[src/rtl/page_write_buffer.sv]
module page_write_buffer #(
  parameter int AW        = 13,
  parameter int DW        = 8,
  parameter int PAGE_AW   = 5,
  parameter int WR_CYCLES = 250000
) (
  input  logic          clk,
  input  logic          rst_n,
  input  logic          wp_i,
  input  logic          addr_load_i,
  input  logic [AW-1:0] addr_i,
  input  logic          wr_byte_i,
  input  logic [DW-1:0] wr_data_i,
  input  logic          rd_adv_i,
  input  logic          stop_i,
  output logic [AW-1:0] rd_addr_o,
  output logic          busy_o,
  output logic          mem_we_o,
  output logic [AW-1:0] mem_addr_o,
  output logic [DW-1:0] mem_wdata_o
);
  localparam int PAGE  = 1 << PAGE_AW;
  localparam int ROW_W = AW - PAGE_AW;
  localparam int TW    = $clog2(WR_CYCLES + 1);

  logic [AW-1:0]      cnt;
  logic [ROW_W-1:0]   row_q;
  logic [DW-1:0]      dbuf [PAGE];
  logic [PAGE-1:0]    vld;
  logic [TW-1:0]      tmr;
  logic [PAGE_AW:0]   idx;

  wire [PAGE_AW-1:0] slot   = cnt[PAGE_AW-1:0];
  wire [PAGE_AW-1:0] wslot  = idx[PAGE_AW-1:0];
  wire               accept = !busy_o;
  wire               start  = accept && stop_i && (|vld) && !wp_i;
  wire               take   = accept && wr_byte_i && !addr_load_i;

  assign busy_o      = (tmr != '0);
  assign rd_addr_o   = cnt;
  assign mem_we_o    = busy_o && !idx[PAGE_AW] && vld[wslot];
  assign mem_addr_o  = {row_q, wslot};
  assign mem_wdata_o = dbuf[wslot];

  always_ff @(posedge clk) begin
    if (!rst_n)
      cnt <= '0;
    else if (accept) begin
      if (addr_load_i)
        cnt <= addr_i;
      else if (wr_byte_i)
        cnt <= {cnt[AW-1:PAGE_AW], slot + 1'b1};
      else if (rd_adv_i)
        cnt <= cnt + 1'b1;
    end
  end

  always_ff @(posedge clk) begin
    if (take) begin
      dbuf[slot] <= wr_data_i;
      row_q      <= cnt[AW-1:PAGE_AW];
    end
  end

  always_ff @(posedge clk) begin
    if (!rst_n)
      vld <= '0;
    else if (busy_o) begin
      if (mem_we_o)
        vld[wslot] <= 1'b0;
    end else if (stop_i) begin
      if (!start)
        vld <= '0;
    end else if (addr_load_i)
      vld <= '0;
    else if (wr_byte_i)
      vld[slot] <= 1'b1;
  end

  always_ff @(posedge clk) begin
    if (!rst_n) begin
      tmr <= '0;
      idx <= '0;
    end else if (start) begin
      tmr <= TW'(WR_CYCLES);
      idx <= '0;
    end else if (busy_o) begin
      tmr <= tmr - 1'b1;
      if (!idx[PAGE_AW])
        idx <= idx + 1'b1;
    end
  end

  a_r5_commit_starts: assert property (@(posedge clk) disable iff (!rst_n)
    (accept && stop_i && !wp_i && (vld != '0)) |=> busy_o);

  a_r8_protect_blocks: assert property (@(posedge clk) disable iff (!rst_n)
    (accept && stop_i && wp_i) |=> !busy_o);

  a_r9_empty_stop: assert property (@(posedge clk) disable iff (!rst_n)
    (accept && stop_i && (vld == '0)) |=> !busy_o);

  a_r10_counter_frozen: assert property (@(posedge clk) disable iff (!rst_n)
    busy_o |=> $stable(rd_addr_o));

  a_r3_row_fixed: assert property (@(posedge clk) disable iff (!rst_n)
    (accept && wr_byte_i && !addr_load_i) |=>
      rd_addr_o[AW-1:PAGE_AW] == $past(rd_addr_o[AW-1:PAGE_AW]));

  a_r4_top_wraps: assert property (@(posedge clk) disable iff (!rst_n)
    (accept && rd_adv_i && !addr_load_i && !wr_byte_i && (&rd_addr_o)) |=>
      rd_addr_o == '0);
endmodule

[config.mk]
export PLATFORM = sky130hd
export DESIGN_NAME = page_write_buffer
export DESIGN_NICKNAME = d
export VERILOG_FILES = /design/src/rtl/page_write_buffer.sv
export SDC_FILE = /design/constraint.sdc
export NUM_CORES = 1
export LEC_CHECK = 0
export BUFFER_PORTS_ARGS = -buffer_cell sky130_fd_sc_hd__buf_2
export CAP_MARGIN = 30
export CORE_MARGIN = 5
export CORE_UTILIZATION = 45
export DETAILED_ROUTE_END_ITERATION = 8
export PLACE_DENSITY = 0.73
export SLEW_MARGIN = 20
export SYNTH_ARGS = -nofsm -noshare
export SYNTH_HDL_FRONTEND = slang
export SYNTH_SLANG_ARGS = --single-unit
[constraint.sdc]
create_clock -name clk -period 2.8 [get_ports clk]
set_input_delay 0.28 -clock clk [delete_from_list [all_inputs] [get_ports clk]]
set_output_delay 0.28 -clock clk [all_outputs]
set_load 0.05 [all_outputs]
Word level (Yosys, flattened, before mapping)

Memory sizes are Yosys's and may differ from the RTL's. A register that Yosys moved wholly into a read port is not among the register bits.
Index checks and enable logic that the tools add are counted.

Register bits: 77
Bits in latches: 0
Memory bits (writable): 256
Bits in read-only memories: 0
Output and inout bits: 36
Word-level logic and storage cells: 72
Memories kept: 1

$add $sub $neg: 4
Multipliers: 0
Div/mod/pow operators: 0
$lt $le $gt $ge: 4
Eq/ne operators: 3
Shift-type cells: 0
Multiplexer cells: 22
Bitwise gates (word level): 6
Reductions and logical operators: 24

Memories:

| name | depth | width | read ports | clocked after Yosys merged registers in | write ports | RTL line | text |
|---|---|---|---|---|---|---|---|
| dbuf | 32    | 8     | 1          | 1                                       | 1           | 28       | `logic [DW-1:0] dbuf [PAGE];` |

Operator list:

| cell                    | count |
|---|---|
| $mux W32                | 6 |
| $mux W13                | 3 |
| $mux W18                | 2 |
| $and A32 B32 Y32        | 1 |
| $not A32 Y32            | 1 |
| $or A32 B32 Y32         | 1 |
| $reduce_or A32 Y1       | 1 |
| $reduce_bool A18 Y1     | 1 |
| $sub A18 B1 Y18 const B | 1 |
| $add A13 B1 Y13 const B | 1 |
| $lt A5 B6 Y1 const B    | 2 |
| $demux W1 S5            | 2 |
| $ge A5 B1 Y1 const B    | 2 |
| $mux W5                 | 2 |
| $logic_and A1 B1 Y1     | 9 |
| $add A6 B1 Y6 const B   | 1 |
| $mux W6                 | 1 |
| $reduce_and A3 Y1       | 2 |
| $add A5 B1 Y5 const B   | 1 |
| $bmux W1 S5             | 1 |
| $mux W1                 | 5 |
| $logic_not A1 Y1        | 4 |
| $reduce_and A2 Y1       | 2 |
| $reduce_bool A2 Y1      | 2 |
| other kinds (7)         | 9 |

Logic depth before layout (Yosys ltp)

Gate-level depths: netlist of run 1.

Depth in word-level cells: 9
Mapped depth: 10
Mapped depth without buffers: 8

Worst setup path before layout of run 1

No wires, ideal clock.

Path type: reg-to-reg
Start point: reg tmr[7]
End point: mem dbuf[29][0], enable pin
Setup time: 371 ps
Arrival: 2567 ps
Required time: 2429 ps
Slack: -137 ps
Stages on the path, launching flop included: 9
Period minus slack after synthesis: 2937 ps
Cell sequence: dfxtp_1 -> or4_4 -> nor3b_4 -> and3_4 -> buf_12 -> inv_6 -> nor3b_4 -> nand2_1 -> nor2_1

Word-level cells in the longest chain between the ends: 6

Ends and longest elaborated chain:

| item                             | RTL line | text |
|---|---|---|
| start: declaration               | 30       | `logic [TW-1:0] tmr;` |
| start signal: assignment         | 85       | `tmr <= TW'(WR_CYCLES);` |
| start signal: assignment         | 88       | `tmr <= tmr - 1'b1;` |
| $reduce_bool A18 Y1              | 39       | `assign busy_o = (tmr != '0);` |
| $logic_not A1 Y1                 | 35       | `wire accept = !busy_o;` |
| $logic_and A1 B1 Y1 (2 in a row) | 37       | `wire take = accept && wr_byte_i && !addr_load_i;` |
| named net take                   | 37       |  |
| $mux W1                          | 59       | `if (take) begin` |
| $mux W1 (not written as such)    | 60       | `dbuf[slot] <= wr_data_i;` |
| end: declaration                 | 28       |  |

The timed path passes the listed nets, and every way through them passes these cells.

==> results of run 1 <==
## cells by family (layout without fill, tap and decap cells)
kind of cell / after synthesis / count (layout) / synth area share (%)
buffers and inverters: 111 / 247 / 3.49
adders and majority gates: 10 / 10 / 0.856
xor gates and xnor gates: 18 / 18 / 1.08
DFF: 338 / 338 / 64.4
and+or+nand+nor: 189 / 189 / 6.65
AOI/OAI and AO/OA: 192 / 192 / 9.32
muxes: 99 / 99 / 14.2
## final cells by class
cell class | count | area (um2) | area share, %
clock buffers | 49 | 1000 | 5.77
clock inverters | 16 | 195 | 1.13
inverters | 44 | 170 | 0.981
well taps | 442 | 553 | 3.19
flip-flops and latches | 338 | 9420 | 54.3
repair buffers | 138 | 1160 | 6.72
multi-input cells | 508 | 4840 | 27.9
## state kept, by name, summed over array words and instances, names as in the netlist, named ones only
name and count:
row_q 8, rd_addr_o 13, vld 32, tmr 18, dbuf 256, idx 6
## cells in the final DEF, fill, tap and decap left out, drive strengths merged, types with 5 or more instances in the layout
cell type and count:
nor3 10, a22oi 33, and2 5, and3 8, ha 10, inv 47
edfxtp 264, a21oi 55, o211ai 32, nand4 8, xnor2 7, nor4 14
nor3b 6, clkbuf 49, buf 138, clkinv 8, o21ai 44, dfxtp 74
nor2 72, mux2 9, nand2 35, xor2 11, nand3 6, mux4 86
nand2b 5
## metal layers
layer	vias to the layer above	GRT usage, %	routed length (um)
li1	3967	-	-
met2	398	32.0	17600
met1	4583	28.7	14800
met3	38	3.35	2730
met4	0	3.37	430
met5	-	0	0
## worst max-delay path, stage by stage (launching register included)
cell and delay, ns:
dfxtp_4 0.45, buf_12 0.15, buf_16 0.14, mux4_2 0.51, mux4_2 0.50, mux2_4 0.30
buf_8 0.15
## power by group
part / total (W) / internal [W] / switching, W
Sequential: 0.00581 / 0.00560 / 0.000214
Clock: 0.00479 / 0.00282 / 0.00197
Combinational: 0.00482 / 0.00213 / 0.00270
## per-stage QoR
stage,instances,worst slack [ns]
2_1_floorplan,957,-0.0757
3_3_place_gp,1460,0.0545
3_5_place_dp,1460,0.0108
4_1_cts,1535,-0.228
5_1_grt,1535,-0.291
6_report,1535,-0.230
## worst paths after layout
check             slack [ns]             end      start  depth (start not counted)
hold reg to reg         0.48          tmr[6]     tmr[6]                          2
setup reg to reg        0.15     dbuf[22][0]     tmr[8]                          9
setup / recovery       -0.23  mem_wdata_o[7]  flip-flop                          6
hold / removal          0.04    rd_addr_o[5]  addr_i[5]                          3
## repair_timing
action                                  4_1_cts  5_1_grt
gates resized for setup                      27        5
endpoints found under the setup margin        9      136
pin swaps                                     1        1
setup buffers                                 6        0
gates cloned                                  4        0
==> results.toml, run 1 <==
[logic_synthesis]
yosys_warnings = 0
seq_area_frac_synth_pct = 64.4
syn-cell-area_mm2 = 0.0146
synth_top_area_share_pct = 54.2
synth_async_sr_flop_share_pct = 0
netlist_top_cells_count = "264 x edfxtp_1, 86 x mux4_2, 74 x dfxtp_1"
synth.distinct_cells = 60
ys_top_cells_by_area = "edfxtp_1 54%, mux4_2 13%, dfxtp_1 10%"
avgSynthCellArea_um2 = 15.3
netlist_instances = 957
syn-num-nets = 995
ys_ff_latch = 338
synth_edf_count = 264
synth_area_leader_cell = "edfxtp_1"
synth_flop_cell = "edfxtp_1"
yosysMostFrequentCell = "edfxtp_1"

[sta]
hold_viol = 0
relSlewSlack_pct = 50.0
min_period_ns = 3.03
setup_viol = 8
timing.final.crit_share_pct = 108
final_max_slew_viol_count = 0
rsz0062_at_grt = "true"
fin_skew_ns = 0.0224
fin_tns_setup_ns = -1.72
worst_slack_ns = -0.230
worst_slew_pin_slew_ns = 0.748
whs_ns = 0.0413
max_freq_mhz = 330

[power]
leakage_nw = 5.74
finalPower_w = 0.0154
power_density_mw_per_mm2 = 889
peakVddDrop_mv = 0.680

[global_route]
antenna_found_initial = 0
grt_pass1_vias = 8975
grt_first_pass_wirelength_um = 55000
grtUsageTotal_pct = 19.7
overflow = 0
grt_max_degree = 34

[layout]
finalInstanceArea_mm2 = 0.0173
final_nets = 1104
final_util_pct = 53.7
drive_above_1_share_pct = 33.9
fill_cells = 2537
syn_to_final_growth_pct = 18.7
n_antenna_cell = 0

[placed_design]
port_buffers = 63
dpl.hpwl_um = 21700
place.gp.congestion = 0.881
dpl_cell_area_mm2 = 0.0159

[cts]
worst_skew_pair.late_latency_ns = 0.53
cts_hold_repair.buffers = 0
clock_path_buffers = 3
numCtsBuffers = 36
clkTransAtPathRegs_ns = 0.06
numClockSinks = 338
cts_root_buffer = "clkbuf_16"
cts_tree = "built"
htree_levels = 2

[routing]
drt-initial-drc-count = 840
first_pass_iters = 5
postRouteAntennaNets = 0
drc = 0
post_drt_via_cell_ratio = 5.85
routed_wl_um = 35600
vias = 8986
wire_per_inst_um = 23.2

[die]
num_io_pins = 64
die_h_um = 190
coreArea_mm2 = 0.0323
start_util_pct = 45.3
die_x_um = 190
die-area_mm2 = 0.0362
rows = 66

[setup_path]
critPathMaxFanout = 8
start_kind = "flip-flop"
critPathCaptureType = "output port"
crit_type = "flip-flop to output port"
arrival_ns = 2.75
cp.required_ns = 2.52

[run]
drv_cap = 0

[status]
status = "complete, but fails checks"
failed_checks = "negative setup slack"

[worst_hold_path]
hp-class = "input pin to flip-flop"
Power figures use the tool's default switching activity.
==> run 2, diff against run 1 <==
Settings changed: CORE_ASPECT_RATIO set to 0.75.
==> run 2 against run 1 <==
Against the previous run: the run still ends with negative setup slack left; sequential cell count unchanged; sequential share of layout area down 0.19 points; die area up 0.10%; non-clock buffer count up 9; combinational power up 8.3%; critical path depth up 1; global-route usage up 0.16 points; clock power down 9.8%; final area up 0.38%; clock skew up 0.0041 ns; register-to-register slack about the same; wire length up 2.6%.
==> results.toml, run 2 (synthesis results as in run 1) <==
[status]
status = "complete, but fails checks"
failed_checks = "negative setup slack"

[cts]
cts_root_buffer = "clkbuf_16"
clkTransAtPathRegs_ns = 0.06
htree_levels = 2
cts_tree = "built"
worst_skew_pair.late_latency_ns = 0.52
numClockSinks = 338
numCtsBuffers = 35
cts_hold_repair.buffers = 0
clock_path_buffers = 3

[setup_path]
cp.required_ns = 2.52
crit_type = "flip-flop to output port"
cp-endpoint = "mem_wdata_o[6]"
start_kind = "flip-flop"
rr_startpoint = "tmr[7]"
reg2reg_slack_ns = 0.15
r2r_end = "dbuf[7][1]"
critPathCaptureType = "output port"
critPathMaxFanout = 7
arrival_ns = 2.83
rr_worst_depth = 9

[layout]
final_util_pct = 54.0
final_nets = 1112
mostFrequentLayoutCells = "264 x edfxtp_1, 86 x mux4_2, 69 x dfxtp_1"
final_common_cell = "edfxtp_1"
fill_cells = 2564
finalInstanceArea_mm2 = 0.0174
syn_to_final_growth_pct = 19.1
drive_above_1_share_pct = 34.6
top_regs = "dbuf (256), vld (32), tmr (18)"
n_antenna_cell = 0
largest_reg_flops = 256
largest-register = "dbuf"

[sta]
worst_slack_ns = -0.313
rsz0062_at_grt = "true"
relSlewSlack_pct = 52.6
worst_slew_pin_slew_ns = 0.710
final_max_slew_viol_count = 0
whs_ns = 0.0614
setup_viol = 8
hold_viol = 0
min_period_ns = 3.11
max_freq_mhz = 321
timing.final.crit_share_pct = 111
fin_skew_ns = 0.0264

[worst_hold_path]
hp-class = "input pin to flip-flop"

[die]
start_util_pct = 45.3
rows = 57
coreArea_mm2 = 0.0322
die-area_mm2 = 0.0362
num_io_pins = 64
die_x_um = 218
die_h_um = 166

[global_route]
overflow = 0
grtUsageTotal_pct = 19.8
grt_first_pass_wirelength_um = 55900
grt_pass1_vias = 8943
grt_max_degree = 45
antenna_found_initial = 0

[power]
leakage_nw = 5.79
power_density_mw_per_mm2 = 880
finalPower_w = 0.0153
peakVddDrop_mv = 0.461

[routing]
first_pass_iters = 5
vias = 9098
drt-initial-drc-count = 1109
postRouteAntennaNets = 0
routed_wl_um = 36500
post_drt_via_cell_ratio = 5.91
drc = 0
wire_per_inst_um = 23.7

[placed_design]
dpl_worst_slack_ns = -0.0476
dpl_cell_area_mm2 = 0.0158
dpl.hpwl_um = 22600
port_buffers = 63
place.gp.congestion = 0.859

[run]
drv_cap = 0
-- run 2: changes by cell type in the layout (fill, tap and decap cells not counted), sizes merged --
cell / before / now
bufinv: 3 / 0
inv: 47 / 45
clkinvlp: 2 / 3
clkinv: 8 / 13
clkbuf: 49 / 46
buf: 138 / 143
bufbuf: 0 / 1
-- run 2: repair_timing --
item,in CTS,in global routing
pin swaps,2,8
resized for setup,41,14
gates cloned,5,3
setup endpoints to repair,31,265
buffers inserted,9,12
-- run 2: layout make-up --
cell class	instances	area [um2]	area share, %
Clock buffer	43	951	5.46
Clock inverter	17	101	0.582
Inverter	44	170	0.977
Multi-Input combinational cell	508	4880	28.0
Sequential cell	338	9420	54.1
Tap cell	442	553	3.18
Timing Repair Buffer	147	1330	7.66
-- run 2: worst min-delay path by stage --
stage	start	to	slack, ns	cells after the start
6_report	addr_i[5]	rd_addr_o[5]	0.06	3
5_1_grt	addr_i[5]	rd_addr_o[5]	0.06	3
4_1_cts	addr_i[5]	rd_addr_o[5]	0.04	3
3_5_place_dp	tmr[6]	tmr[6]	0.46	2
3_3_place_gp	tmr[6]	tmr[6]	0.46	2
2_1_floorplan	wr_data_i[0]	dbuf[0][0]	0.38	0
-- run 2: metrics by stage --
stage	std cells	TNS, ns
final	1539	-1.98
after global routing	1539	-2.27
after detailed placement	1453	-0.705
after global placement	1453	0
after floorplan	957	-16.13
after CTS	1527	-2.17
-- run 2: worst max-delay path: stages (launching register included) --
cell,delay [ns]
dfxtp_4,0.37
buf_12,0.15
buf_12,0.12
buf_16,0.13
mux4_2,0.57
mux4_2,0.51
mux2_4,0.30
buf_8,0.15
-- run 2: per-layer routing --
| layer | GRT usage (%) | routed length [um] | part of all wire [%] |
|---|---|---|---|
| met3 | 3.77 | 3500 | 9.6 |
| met2 | 29.5 | 16600 | 46 |
| met5 | 0 | 0 | 0 |
| met1 | 30.6 | 15900 | 43 |
| met4 | 4.59 | 526 | 1.4 |
-- run 2: report_power, final --
group / internal (W) / switching, W
Combinational: 0.00235 / 0.00286
Sequential: 0.00560 / 0.000201
Clock: 0.00242 / 0.00190
Total: 0.0104 / 0.00496
